[config.mk]
export PLATFORM = sky130hd
export DESIGN_NAME = pot_wiper_ctrl
export DESIGN_NICKNAME = d
export VERILOG_FILES = /design/src/rtl/pot_pkg.sv /design/src/rtl/pot_ctrl.sv /design/src/rtl/pot_datapath.sv /design/src/rtl/pot_wiper_ctrl.sv
export SDC_FILE = /design/constraint.sdc
export NUM_CORES = 1
export LEC_CHECK = 0
export ABC_AREA = 1
export BUFFER_PORTS_ARGS = -buffer_cell sky130_fd_sc_hd__buf_2
export CAP_MARGIN = 5
export CELL_PAD_IN_SITES_DETAIL_PLACEMENT = 1
export CELL_PAD_IN_SITES_GLOBAL_PLACEMENT = 1
export CORE_ASPECT_RATIO = 0.7
export CORE_MARGIN = 5
export CORE_UTILIZATION = 46
export CTS_BUF_LIST = sky130_fd_sc_hd__clkbuf_2
export DETAILED_ROUTE_END_ITERATION = 8
export PLACE_DENSITY_LB_ADDON = 0.1
export SYNTH_ARGS = -nofsm -noshare
export SYNTH_HDL_FRONTEND = slang
export SYNTH_SLANG_ARGS = --single-unit
[constraint.sdc]
create_clock -name clk -period 1.8 [get_ports clk]
set_clock_uncertainty 0.1 [all_clocks]
set_input_delay 0 -clock clk [delete_from_list [all_inputs] [get_ports clk]]
set_output_delay 0 -clock clk [all_outputs]
set_load 0.02 [all_outputs]
[src/rtl/pot_pkg.sv]
package pot_pkg;
  // One-cycle strobes produced by the control path.
  typedef struct packed {
    logic preload;  // enable rose: load current settings into the frame register
    logic shift;    // serial clock rose while enabled
    logic drive;    // serial clock fell while enabled
    logic latch;    // enable fell: apply frame register
  } potStrobe_t;
endpackage

[src/rtl/pot_ctrl.sv]
module pot_ctrl
  import pot_pkg::*;
#(
  parameter int SYNC_STAGES = 2
) (
  input  logic       clk,
  input  logic       rstN,
  input  logic       serEn,
  input  logic       serClk,
  input  logic       serDin,
  output logic       dinSync,
  output potStrobe_t strobe
);
  localparam int LAST = SYNC_STAGES - 1;

  logic [LAST:0] enPipe, clkPipe, dinPipe;
  logic enNow, clkNow, enPrev, clkPrev;

  generate
    if (SYNC_STAGES == 1) begin : g_single
      always_ff @(posedge clk or negedge rstN) begin
        if (!rstN) begin
          enPipe  <= '0;
          clkPipe <= '0;
          dinPipe <= '0;
        end else begin
          enPipe  <= serEn;
          clkPipe <= serClk;
          dinPipe <= serDin;
        end
      end
    end else begin : g_multi
      always_ff @(posedge clk or negedge rstN) begin
        if (!rstN) begin
          enPipe  <= '0;
          clkPipe <= '0;
          dinPipe <= '0;
        end else begin
          enPipe  <= {enPipe[LAST-1:0], serEn};
          clkPipe <= {clkPipe[LAST-1:0], serClk};
          dinPipe <= {dinPipe[LAST-1:0], serDin};
        end
      end
    end
  endgenerate

  assign enNow   = enPipe[LAST];
  assign clkNow  = clkPipe[LAST];
  assign dinSync = dinPipe[LAST];

  always_ff @(posedge clk or negedge rstN) begin
    if (!rstN) begin
      enPrev  <= 1'b0;
      clkPrev <= 1'b0;
    end else begin
      enPrev  <= enNow;
      clkPrev <= clkNow;
    end
  end

  always_comb begin
    strobe.preload = enNow & ~enPrev;
    strobe.latch   = ~enNow & enPrev;
    strobe.shift   = clkNow & ~clkPrev & enNow & enPrev;
    strobe.drive   = ~clkNow & clkPrev & enNow & enPrev;
  end

  // A latch never coincides with a shift or any other strobe.
  assert_strobe_exclusive_R4: assert property (@(posedge clk) disable iff (!rstN)
    $onehot0({strobe.preload, strobe.shift, strobe.drive, strobe.latch}));
endmodule

[src/rtl/pot_datapath.sv]
module pot_datapath
  import pot_pkg::*;
#(
  parameter int WIPER_W = 8
) (
  input  logic               clk,
  input  logic               rstN,
  input  potStrobe_t         strobe,
  input  logic               dinSync,
  output logic [WIPER_W-1:0] wiper0,
  output logic [WIPER_W-1:0] wiper1,
  output logic               stackSel,
  output logic               serDout,
  output logic               serDoutEn
);
  localparam int FRAME_W = 2 * WIPER_W + 1;
  localparam logic [WIPER_W-1:0] MIDSCALE = WIPER_W'(1) << (WIPER_W - 1);

  logic [FRAME_W-1:0] shiftReg, preloadVec;
  logic [WIPER_W-1:0] wiper0Reg, wiper1Reg, nextW0, nextW1;
  logic stackReg, outBit, outEn;

  // Frame position 0 is the stack flag; each wiper field is MSB first.
  assign preloadVec[0] = stackReg;
  generate
    for (genvar i = 0; i < WIPER_W; i++) begin : g_map
      assign preloadVec[1 + i]           = wiper1Reg[WIPER_W-1-i];
      assign preloadVec[1 + WIPER_W + i] = wiper0Reg[WIPER_W-1-i];
      assign nextW1[WIPER_W-1-i]         = shiftReg[1 + i];
      assign nextW0[WIPER_W-1-i]         = shiftReg[1 + WIPER_W + i];
    end
  endgenerate

  always_ff @(posedge clk or negedge rstN) begin
    if (!rstN) begin
      shiftReg <= '0;
    end else if (strobe.preload) begin
      shiftReg <= preloadVec;
    end else if (strobe.shift) begin
      shiftReg <= {dinSync, shiftReg[FRAME_W-1:1]};
    end
  end

  always_ff @(posedge clk or negedge rstN) begin
    if (!rstN) begin
      wiper0Reg <= MIDSCALE;
      wiper1Reg <= MIDSCALE;
      stackReg  <= 1'b0;
    end else if (strobe.latch) begin
      wiper0Reg <= nextW0;
      wiper1Reg <= nextW1;
      stackReg  <= shiftReg[0];
    end
  end

  always_ff @(posedge clk or negedge rstN) begin
    if (!rstN) begin
      outBit <= 1'b0;
      outEn  <= 1'b0;
    end else begin
      if (strobe.preload)    outBit <= preloadVec[0];
      else if (strobe.drive) outBit <= shiftReg[0];
      if (strobe.preload)    outEn <= 1'b1;
      else if (strobe.latch) outEn <= 1'b0;
    end
  end

  assign wiper0    = wiper0Reg;
  assign wiper1    = wiper1Reg;
  assign stackSel  = stackReg;
  assign serDout   = outBit;
  assign serDoutEn = outEn;

  assert_hold_settings_R4: assert property (@(posedge clk) disable iff (!rstN)
    !strobe.latch |=> $stable({wiper0Reg, wiper1Reg, stackReg}));

  assert_latch_order_R3: assert property (@(posedge clk) disable iff (!rstN)
    strobe.latch |=> (stackReg == $past(shiftReg[0])
                      && wiper1Reg[WIPER_W-1] == $past(shiftReg[1])
                      && wiper0Reg[0] == $past(shiftReg[FRAME_W-1])));

  assert_idle_frame_R2: assert property (@(posedge clk) disable iff (!rstN)
    !(strobe.shift || strobe.preload) |=> $stable(shiftReg));

  assert_preload_stack_R6: assert property (@(posedge clk) disable iff (!rstN)
    strobe.preload |=> (shiftReg[0] == $past(stackReg) && outEn));
endmodule

[src/rtl/pot_wiper_ctrl.sv]
module pot_wiper_ctrl
  import pot_pkg::*;
#(
  parameter int WIPER_W     = 8,
  parameter int SYNC_STAGES = 2
) (
  input  logic               clk,
  input  logic               rstN,
  input  logic               serEn,
  input  logic               serClk,
  input  logic               serDin,
  output logic [WIPER_W-1:0] wiper0,
  output logic [WIPER_W-1:0] wiper1,
  output logic               stackSel,
  output logic               serDout,
  output logic               serDoutEn
);
  potStrobe_t strobe;
  logic dinSync;

  pot_ctrl #(.SYNC_STAGES(SYNC_STAGES)) u_ctrl (
    .clk    (clk),
    .rstN   (rstN),
    .serEn  (serEn),
    .serClk (serClk),
    .serDin (serDin),
    .dinSync(dinSync),
    .strobe (strobe)
  );

  pot_datapath #(.WIPER_W(WIPER_W)) u_data (
    .clk      (clk),
    .rstN     (rstN),
    .strobe   (strobe),
    .dinSync  (dinSync),
    .wiper0   (wiper0),
    .wiper1   (wiper1),
    .stackSel (stackSel),
    .serDout  (serDout),
    .serDoutEn(serDoutEn)
  );
endmodule

==> impl_metrics.py <==
metrics = {
    "power": {
        "post-layout-total-power_mw": 2.307,
        "power.leakage_nw": 1.273,
        "power.density_cell_area_nw_per_um2": 1031,
        "irDropWorstVdd_uv": 531.9,
    },
    "timing": {
        "drv_slew": 0,
        "grt_setup_unrepaired": "no",
        "max-slew-margin-rel_pct": 48.33,
        "fmax_mhz": 601.5,
        "final-hold-violation-count": 0,
        "finalCritPeriodShare_pct": 92.37,
        "timing.final.setup_violations": 0,
        "sum_of_negative_setup_slack_ns": 0,
        "worst_pin_slew_ns": 0.7724,
        "finalCriticalPeriod_ns": 1.663,
    },
    "detailed_routing": {
        "routed_wl_um": 4425,
        "vias_per_cell": 5.011,
        "routed-via-count": 1408,
        "wl_per_cell_um": 15.75,
        "drc": 0,
        "route.antenna.remaining_nets": 0,
        "drt_pre_antenna_iters": 4,
        "detailedRoute.firstIterationViolations": 77,
    },
    "synthesis": {
        "syn-mean-instance-area_um2": 10.09,
        "commonest_cells_in_the_netlist": "nand2_1 (94), dfrtp_1 (42), nand3_1 (18)",
        "synth_sequential_area_ratio_pct": 56.07,
        "synth-seq-cells": 44,
        "netlist-cell-type-count": 16,
        "synth_area_leaders": "dfrtp_1 (53%), nand2_1 (18%), mux2_4 (7.6%), nand3_1 (4.6%), mux2_2 (4.0%)",
        "yosys_warnings": 0,
        "asyncSetResetFlopFracSynth_pct": 100.0,
        "netlist_instances": 195,
        "synth_top_cell_by_area": "dfrtp_1",
        "synth_ff_type": "dfrtp_1",
        "combined_area_of_all_synthesized_cells_um2": 1968,
        "cell_with_the_most_instances_after_synthesis": "nand2_1",
        "synth-edff-count": 0,
        "synth_top_area_share_pct": 53.40,
        "synth_nets": 203,
    },
    "finish": {
        "design_area_um2": 2237,
        "finalNetCount": 236,
        "area_delta_synth_final_pct": 13.67,
        "fillCellCount": 460,
        "total_area_of_multi_input_combinational_cells_um2": 743.2,
        "antenna_cells_inserted": 0,
        "final-seq-area_um2": 1104,
        "drive_above_1_share_pct": 26.20,
        "fin_util_pct": 55.68,
        "final_standard_cell_count_with_taps_included_and_fillers_excluded": 281,
    },
    "global_routing": {
        "antenna_found_initial": 0,
        "grt_start_max_net_pins": 28,
        "number_of_global_route_vias_before_repair": 1574,
        "grt_usage_pct": 17.88,
        "global_route_wire_length_before_repair_um": 7866,
        "globalRouteOverflowTotal": 0,
    },
    "setup_path": {
        "path_cells": "inv_1 > ha_1 > buf_4 > nand2_1 > nand2_1 > nand3_1 > nand2_1",
        "cp_slowest_stage_delay_ns": 0.48,
        "required_ns": 2.05,
        "worst_path_most_repeated_cell": "nand2_1",
        "critical_path_source_type": "flip-flop",
        "crit_path_max_fanout": 8,
        "crit_slowest_cell": "dfrtp_1",
        "worst-setup-path-type": "reg -> reg",
        "signal_arrival_time_at_the_worst_endpoint_ns": 1.91,
        "crit_buf_inv": 2,
        "worst_setup_path_end_kind": "flip-flop",
        "path_delay_family": "flip-flops",
    },
    "cts": {
        "cts-htree-levels": 2,
        "clock_path_buffers": 2,
        "cts_bufs_inserted": 5,
        "post_cts_resize_count": 0,
        "clock_insertion_delay_worst_skew_ns": 0.42,
        "root_buffer": "clkbuf_2",
        "cts_tree": "built",
        "cts_sinks": 44,
        "clock_pin_transition_on_the_worst_setup_and_hold_timing_paths_ns": 0.22,
    },
    "floorplanning": {
        "floorplan.initialDensity_pct": 48.99,
        "io_pins": 24,
        "fp.dieArea_um2": 5707,
        "num_rows": 19,
        "core-area_um2": 4018,
        "die_height_um": 64.73,
        "die_w_um": 88.18,
    },
    "placed_design": {
        "post-place-cells": 267,
        "place_hpwl_um": 2985,
        "placement.cell_area_um2": 2112,
        "placement.io_buffers": 23,
        "place_congestion": 0.6988,
    },
    "status": {
        "status": "finished clean",
    },
    "job": {
        "maximum_capacitance_violations": 0,
    },
    "worst_hold_path": {
        "worstHoldPathType": "in -> reg",
    },
}
==> final cells by class <==
cell class | count | share of cell area [%]
Timing Repair Buffer | 35 | 10.40
Tap cell | 52 | 2.908
Multi-Input combinational cell | 136 | 33.22
Clock buffer | 6 | 1.342
Inverter | 6 | 1.230
Sequential cell | 44 | 49.33
Clock inverter | 2 | 1.566
==> final timing paths <==
check	from	to	slack [ns]	depth (start not counted)
worst min register to register	u_ctrl.enPipe[0]	u_ctrl.enPipe[1]	0.28	0
worst min-delay path	serClk	u_ctrl.clkPipe[0]	0.12	2
min in group asynchronous	rstN	u_data.shiftReg[8]	0.57	4
worst max-delay path	u_ctrl.enPrev	u_data.shiftReg[3]	0.14	7
worst max register to register	u_ctrl.enPrev	u_data.shiftReg[3]	0.14	7
max in group asynchronous	rstN	u_data.wiper0[4]	0.48	3
==> stage by stage <==
| step | hold slack (ns) | setup WS (ns) |
|---|---|---|
| floorplan | -0.3956 | 0.1571 |
| global placement | -0.1651 | 0.2401 |
| detailed placement | -0.1548 | 0.1742 |
| CTS | 0.08408 | 0.1206 |
| global route | 0.08583 | 0.01198 |
| finish | 0.1198 | 0.1374 |
==> registers in the layout, indices dropped and copies added, names as in the netlist <==
| signal | cells |
|---|---|
| u_data.serDoutEn | 1 |
| u_ctrl.enPrev | 1 |
| u_ctrl.clkPipe | 2 |
| u_ctrl.enPipe | 2 |
| u_data.wiper1 | 8 |
| u_data.wiper0 | 8 |
| u_ctrl.dinPipe | 2 |
| u_ctrl.clkPrev | 1 |
| u_data.stackSel | 1 |
| u_data.serDout | 1 |
| u_data.shiftReg | 17 |
==> cells in the final DEF, fill, tap and decap left out <==
cell type / n
clkbuf_2: 6
inv_6: 1
bufinv_16: 1
mux2_2: 7
inv_1: 5
nand2_4: 2
clkinv_2: 1
buf_2: 23
dfrtp_1: 42
nand3_1: 18
dfstp_2: 2
mux2_4: 10
nand2_2: 1
dlygate4sd3_1: 6
o21ai_0: 1
buf_12: 1
nand2_1: 94
ha_1: 3
buf_4: 5
==> kinds of logic after synthesis <==
family | Yosys count | share of synthesized area (%)
compound gates | 1 | 0.2540
fa+ha+maj | 3 | 1.907
buf+inv | 15 | 6.167
flops | 44 | 56.07
mux | 17 | 11.63
simple gates | 115 | 23.97
==> power by group <==
| group | internal (mW) | switching (mW) | total, mW | leakage, nW |
|---|---|---|---|---|
| Clock | 0.239 | 0.317 | 0.556 | 0.0430 |
| Sequential | 1.13 | 0.118 | 1.25 | 0.576 |
| Combinational | 0.211 | 0.286 | 0.498 | 0.654 |
==> timing repair <==
action / in CTS / in global routing
buffers inserted: 0 / 0
hold buffers: 6 / 0
hold endpoints to repair: 45 / 0
==> metal layers <==
metal | vias to the layer above | GRT usage (%) | routed length, µm
met4 | 0 | 5.660 | 41
met2 | 17 | 28.92 | 2108
met5 | - | 0 | 0
met1 | 706 | 24.07 | 2150
li1 | 680 | - | -
met3 | 5 | 3.924 | 125
(Power assumes the default switching activity.)
